[config.mk]
export PLATFORM = sky130hd
export DESIGN_NAME = pwe_unit
export DESIGN_NICKNAME = d
export VERILOG_FILES = /design/src/rtl/pwe_pkg.sv /design/src/rtl/pwe_pred_pick.sv /design/src/rtl/pwe_lane_gate.sv /design/src/rtl/pwe_pred_reg.sv /design/src/rtl/pwe_unit.sv
export SDC_FILE = /design/constraint.sdc
export NUM_CORES = 1
export LEC_CHECK = 0
export ABC_AREA = 1
export BUFFER_PORTS_ARGS = -buffer_cell sky130_fd_sc_hd__buf_2
export CORE_UTILIZATION = 44
export CTS_CLUSTER_DIAMETER = 120
export DETAILED_ROUTE_END_ITERATION = 8
export PLACE_DENSITY_LB_ADDON = 0.12
export SYNTH_ARGS = -nofsm -noshare
export SYNTH_HDL_FRONTEND = slang
export SYNTH_SLANG_ARGS = --single-unit
export TNS_END_PERCENT = 30
[constraint.sdc]
create_clock -name clk -period 4.85 [get_ports clk]
set_input_delay 1.455 -clock clk [delete_from_list [all_inputs] [get_ports clk]]
set_output_delay 1.455 -clock clk [all_outputs]
set_load 0.01 [all_outputs]
[src/rtl/pwe_pkg.sv]
package pwe_pkg;

   localparam int unsigned SEL_W = 3;

   typedef enum logic [1:0] {
      OP_ALU  = 2'd0,
      OP_OUT  = 2'd1,
      OP_FLOW = 2'd2,
      OP_TEX  = 2'd3
   } op_kind_e;

   localparam logic [SEL_W-1:0] SEL_OFF  = 3'd0;
   localparam logic [SEL_W-1:0] SEL_EACH = 3'd1;
   localparam int unsigned      SEL_REP_BASE = 2;

   // how independent mode resolves inside a selector instance
   typedef enum logic [0:0] {
      EACH_OWN_BIT = 1'b0,
      EACH_ALL_SET = 1'b1
   } each_mode_e;

endpackage

[src/rtl/pwe_pred_pick.sv]
module pwe_pred_pick
   import pwe_pkg::*;
#(
   parameter int unsigned LANES         = 4,
   parameter int unsigned OWN_IDX       = 0,
   parameter each_mode_e  EACH_MODE     = EACH_OWN_BIT,
   parameter bit          RESERVED_PASS = 1'b1
) (
   input  logic [LANES-1:0] pred_i,
   input  logic [SEL_W-1:0] sel_i,
   input  logic             inv_i,
   output logic             term_o
);

   localparam int unsigned LAST_CODE = SEL_REP_BASE + LANES - 1;

   if (OWN_IDX >= LANES) begin : g_bad_idx
      $error("pwe_pred_pick: OWN_IDX out of range");
   end
   if (LAST_CODE >= (1 << SEL_W)) begin : g_bad_codes
      $error("pwe_pred_pick: selector too narrow for LANES");
   end

   logic each_bit;
   logic rep_bit;
   logic rep_hit;
   logic reserved_term;

   // independent mode variant
   if (EACH_MODE == EACH_ALL_SET) begin : g_each_all
      assign each_bit = &pred_i;
   end else begin : g_each_own
      assign each_bit = pred_i[OWN_IDX];
   end

   // reserved selector code variant
   if (RESERVED_PASS) begin : g_res_pass
      assign reserved_term = 1'b1;
   end else begin : g_res_block
      assign reserved_term = 1'b0;
   end

   always_comb begin
      rep_bit = 1'b0;
      rep_hit = 1'b0;
      for (int k = 0; k < int'(LANES); k++) begin
         if (sel_i == SEL_W'(k + int'(SEL_REP_BASE))) begin
            rep_bit = pred_i[k];
            rep_hit = 1'b1;
         end
      end
   end

   always_comb begin
      if (sel_i == SEL_OFF) begin
         term_o = 1'b1;
      end else if (sel_i == SEL_EACH) begin
         term_o = each_bit ^ inv_i;
      end else if (rep_hit) begin
         term_o = rep_bit ^ inv_i;
      end else begin
         term_o = reserved_term;
      end
   end

endmodule

[src/rtl/pwe_lane_gate.sv]
module pwe_lane_gate
   import pwe_pkg::*;
(
   input  op_kind_e op_i,
   input  logic     term_i,
   input  logic     live_i,
   input  logic     wmask_i,
   input  logic     omask_i,
   output logic     rf_we_o,
   output logic     fifo_we_o,
   output logic     pred_ld_o
);

   logic pass;

   assign pass = term_i & live_i;

   always_comb begin
      rf_we_o   = 1'b0;
      fifo_we_o = 1'b0;
      pred_ld_o = 1'b0;
      unique case (op_i)
         OP_ALU: begin
            rf_we_o   = wmask_i & pass;
            pred_ld_o = omask_i & pass;
         end
         OP_OUT: begin
            rf_we_o   = wmask_i & pass;
            fifo_we_o = omask_i & pass;
         end
         OP_TEX: begin
            rf_we_o   = wmask_i & pass;
         end
         OP_FLOW: begin
            rf_we_o   = 1'b0;
         end
         default: begin
            rf_we_o   = 1'b0;
         end
      endcase
   end

endmodule

[src/rtl/pwe_pred_reg.sv]
module pwe_pred_reg #(
   parameter int unsigned LANES = 4
) (
   input  logic             clk,
   input  logic             rst_n,
   input  logic [LANES-1:0] load_i,
   input  logic [LANES-1:0] val_i,
   output logic [LANES-1:0] q_o
);

   for (genvar c = 0; c < LANES; c++) begin : g_bit
      always_ff @(posedge clk or negedge rst_n) begin
         if (!rst_n) begin
            q_o[c] <= 1'b0;
         end else if (load_i[c]) begin
            q_o[c] <= val_i[c];
         end
      end

      // a loaded bit takes the offered value on the next edge
      a_r8_load_value: assert property (@(posedge clk) disable iff (!rst_n)
         load_i[c] |=> (q_o[c] == $past(val_i[c])));

      // an unloaded bit keeps its value
      a_r8_hold_value: assert property (@(posedge clk) disable iff (!rst_n)
         !load_i[c] |=> $stable(q_o[c]));
   end

endmodule

[src/rtl/pwe_unit.sv]
module pwe_unit
   import pwe_pkg::*;
#(
   parameter int unsigned LANES         = 4,
   parameter int unsigned RGB_LANES     = 3,
   parameter bit          RESERVED_PASS = 1'b1
) (
   input  logic                 clk,
   input  logic                 rst_n,
   input  logic [1:0]           op_kind,
   input  logic [2:0]           rgb_sel,
   input  logic                 rgb_inv,
   input  logic [2:0]           a_sel,
   input  logic                 a_inv,
   input  logic [RGB_LANES-1:0] rgb_wmask,
   input  logic                 a_wmask,
   input  logic [RGB_LANES-1:0] rgb_omask,
   input  logic                 a_omask,
   input  logic                 write_all,
   input  logic                 pix_active,
   input  logic [LANES-1:0]     res_nz,
   output logic [LANES-1:0]     rf_we,
   output logic [LANES-1:0]     fifo_we,
   output logic                 flow_go,
   output logic [LANES-1:0]     pred_q
);

   localparam int unsigned ALPHA_IDX = LANES - 1;

   if (LANES != RGB_LANES + 1) begin : g_bad_split
      $error("pwe_unit: LANES must be RGB_LANES plus one alpha lane");
   end
   if (RGB_LANES != 3) begin : g_bad_rgb
      $error("pwe_unit: selector encoding assumes three colour lanes");
   end

   op_kind_e         op;
   logic             live;
   logic [LANES-1:0] wmask_all;
   logic [LANES-1:0] omask_all;
   logic [LANES-1:0] term;
   logic [LANES-1:0] pred_ld;
   logic             flow_term;

   assign op        = op_kind_e'(op_kind);
   assign live      = pix_active | write_all;
   assign wmask_all = {a_wmask, rgb_wmask};
   assign omask_all = {a_omask, rgb_omask};

   for (genvar c = 0; c < LANES; c++) begin : g_lane
      if (c < RGB_LANES) begin : g_colour
         pwe_pred_pick #(
            .LANES(LANES), .OWN_IDX(c),
            .EACH_MODE(EACH_OWN_BIT), .RESERVED_PASS(RESERVED_PASS)
         ) u_pick (
            .pred_i(pred_q), .sel_i(rgb_sel), .inv_i(rgb_inv), .term_o(term[c])
         );
      end else begin : g_alpha
         pwe_pred_pick #(
            .LANES(LANES), .OWN_IDX(ALPHA_IDX),
            .EACH_MODE(EACH_OWN_BIT), .RESERVED_PASS(RESERVED_PASS)
         ) u_pick (
            .pred_i(pred_q), .sel_i(a_sel), .inv_i(a_inv), .term_o(term[c])
         );
      end

      pwe_lane_gate u_gate (
         .op_i      (op),
         .term_i    (term[c]),
         .live_i    (live),
         .wmask_i   (wmask_all[c]),
         .omask_i   (omask_all[c]),
         .rf_we_o   (rf_we[c]),
         .fifo_we_o (fifo_we[c]),
         .pred_ld_o (pred_ld[c])
      );
   end

   pwe_pred_pick #(
      .LANES(LANES), .OWN_IDX(0),
      .EACH_MODE(EACH_ALL_SET), .RESERVED_PASS(RESERVED_PASS)
   ) u_flow_pick (
      .pred_i(pred_q), .sel_i(rgb_sel), .inv_i(rgb_inv), .term_o(flow_term)
   );

   assign flow_go = (op == OP_FLOW) & flow_term;

   pwe_pred_reg #(.LANES(LANES)) u_pred (
      .clk    (clk),
      .rst_n  (rst_n),
      .load_i (pred_ld),
      .val_i  (res_nz),
      .q_o    (pred_q)
   );

   // a dead pixel without the override writes nothing anywhere
   a_r6_dead_pixel: assert property (@(posedge clk) disable iff (!rst_n)
      (!pix_active && !write_all) |-> (rf_we == '0 && fifo_we == '0));

   // FIFO enables appear only for output instructions
   a_r7_fifo_only_out: assert property (@(posedge clk) disable iff (!rst_n)
      (fifo_we != '0) |-> (op_kind == 2'd1));

   // flow control commits no channel
   a_r9_flow_no_write: assert property (@(posedge clk) disable iff (!rst_n)
      (op_kind == 2'd2) |-> (rf_we == '0 && fifo_we == '0));

   // predicate bits move only under ALU instructions
   a_r8_non_alu_hold: assert property (@(posedge clk) disable iff (!rst_n)
      (op_kind != 2'd0) |=> $stable(pred_q));

   // unpredicated red lane with mask and live term always writes
   a_r1_off_writes: assert property (@(posedge clk) disable iff (!rst_n)
      (rgb_sel == 3'd0 && rgb_wmask[0] && (pix_active || write_all)
       && op_kind != 2'd2) |-> rf_we[0]);

   // flow_go never asserted outside flow control
   a_r9_go_only_flow: assert property (@(posedge clk) disable iff (!rst_n)
      flow_go |-> (op_kind == 2'd2));

endmodule

==> reports/qor.yml <==
wl_per_cell_um: 9.53
syn2layout_area_growth_pct: 28.0
finalCriticalPeriod_ps: 4030
crit_arrival_ps: 2570
highest_layer: "met3"
hpwlAfterDp_um: 1290
place_inst: 156
crit_type: "input pin to output port"
finalNonFillerCells: 159
synth_top_area_cell: "nand2_1"
synthCells: 111
h-tree-depth: 1
cts_root_buf: "clkbuf_4"
r2r-start: "u_pred.q_o[2]"
post_cts_resized: 0
row_count: 13
final_nets: 172
rsz0062_at_grt: "no"
worstPathRequired_ps: 3390
grt-ovfl-total: 0
clk_latency_ps: 230
path_clk_slew_ps: 40
cts_buffer_depth: 2
wirelength_um: 1520
finalSetupTns_ps: 0
layout.cells.most_common_list: "buf_2, nand2_1, nor2_1"
synth_cell_types: 20
synth_area_leaders: "nand2_1, dfrtp_1, nor2_1"
status: "finished with violations"
synth_seq_cells: 4
hold_viol: 0
irDropWorstVdd_mv: 0.172
largest_reg_flops: 4
finClkSkew_ps: 0.378
synth.top_cell.area_share_pct: 20.2
grt_pass1_wl_um: 2210
ant_nets: 0
io_pins: 39
core_um2: 1300
maxSlewHeadroom_pct: 73.7
avgSynthCellArea_um2: 5.52
numCtsBuffers: 3
cts_tree: "yes"
grtUsageTotal_pct: 20.7
wl_met2_um: 753
yosysSeqAreaShare_pct: 16.3
antenna_found_initial: 0
die_w_um: 39.3
hold_start: "u_pred.q_o[3]"
dr_total_vias: 778
worstSetupStartpointType: "input pin"
die_area_um2: 1550
cp-end-kind: "output port"
post_cts_buffers: 0
gp_congestion: 0.806
diodes: 0
setup_viol: 0
ctsHoldBuffers: 0
worstMarginPinSlew_ps: 393
critPathLaunch: "rgb_sel[2]"
drc: 2
cts.sinks: 4
grt_max_degree: 8
final_common_cell: "buf_2"
fmax_mhz: 248
syn_area_um2: 613
drv_slew: 0
regMostFlops: "u_pred.q_o"
fp.dieH_um: 39.3
grt_pass1_vias: 582
yosys_warnings: 0
firstDrtPassIters: 5
power.density_nw_per_um2: 229
violations: "DRC"
wl_met3_um: 60
drv_cap: 0
start_util_pct: 47.1
hold_class: "flop to flop"
drive_above_1_share_pct: 34.0
synthesis.nets: 137
total_leakage_power_nw: 0.479
place.port_buffers: 38
wl_met1_um: 702
drt_iter0_drc: 13
finalCoreUtilization_pct: 60.3
via_per_inst: 4.89
period_share_pct: 83.1
largestRegisters: "u_pred.q_o (4)"
cp_max_fo: 7
==> worst max-delay path: stages <==
cell and delay [ps]:
buf_2 100, inv_1 40, nor2_1 110, nand3_1 100, nand2_1 70, nand2_1 60, nand3_2 80, nand2_4 80
a21oi_2 210, nand2_1 70, nor2_1 80, buf_2 130
==> layer usage <==
metal	GRT usage, %	vias up
li1	-	417
met1	23.6	345
met2	40.0	16
met3	2.27	0
met4	5.17	0
met5	0	-
==> synth_stat cells <==
master     n
nand2_4    1
inv_1     13
a31oi_1    1
o211ai_1   1
buf_4      8
a21oi_1    1
nand4_1    7
dfrtp_1    4
nor2_1    19
o21ai_1    2
or2_1      1
nand2_1   33
a21oi_2    3
o21ai_0    5
nor4_1     1
inv_2      3
nand3_2    1
a21boi_0   1
nand3_1    5
nor3b_1    1
==> worst paths after layout <==
kind,to,slack (ps),depth (start not counted)
max,fifo_we[2],820,12
min,u_pred.q_o[3],550,2
max reg2reg,u_pred.q_o[2],3450,9
min reg2reg,u_pred.q_o[3],550,2
max in group asynchronous,u_pred.q_o[0],3710,1
min in group asynchronous,u_pred.q_o[2],1030,1
==> where the power goes <==
part	internal (mW)	switching [mW]
Clock	0.0276	0.0124
Combinational	0.0352	0.0530
Sequential	0.0415	0.0103
==> logic make-up (layout without fill, tap and decap cells) <==
kind of cell	Yosys count	after routing	synth area share [%]
flops	4	4	16.3
compound gates	14	14	14.3
buf+inv	24	57	19.6
simple gates	69	69	49.8
==> per-stage QoR <==
step	total power, mW	worst slack [ps]	hold slack (ps)	cell area (µm²)
after floorplan	0.109	1090	540	613
after global placement	0.138	865	497	762
after detailed placement	0.140	817	536	762
after CTS	0.182	814	546	785
after global routing	0.196	648	551	785
final	0.180	822	547	785
==> final cells by class <==
| cell class | instances | area [µm²] |
|---|---|---|
| fillers | 149 | 517 |
| multi-input cells | 83 | 393 |
| repair buffers | 38 | 190 |
| flip-flops and latches | 4 | 100 |
| inverters | 16 | 60.1 |
| clock buffers | 3 | 22.5 |
| well taps | 15 | 18.8 |
Note: power is estimated with default switching activity, not from simulation.
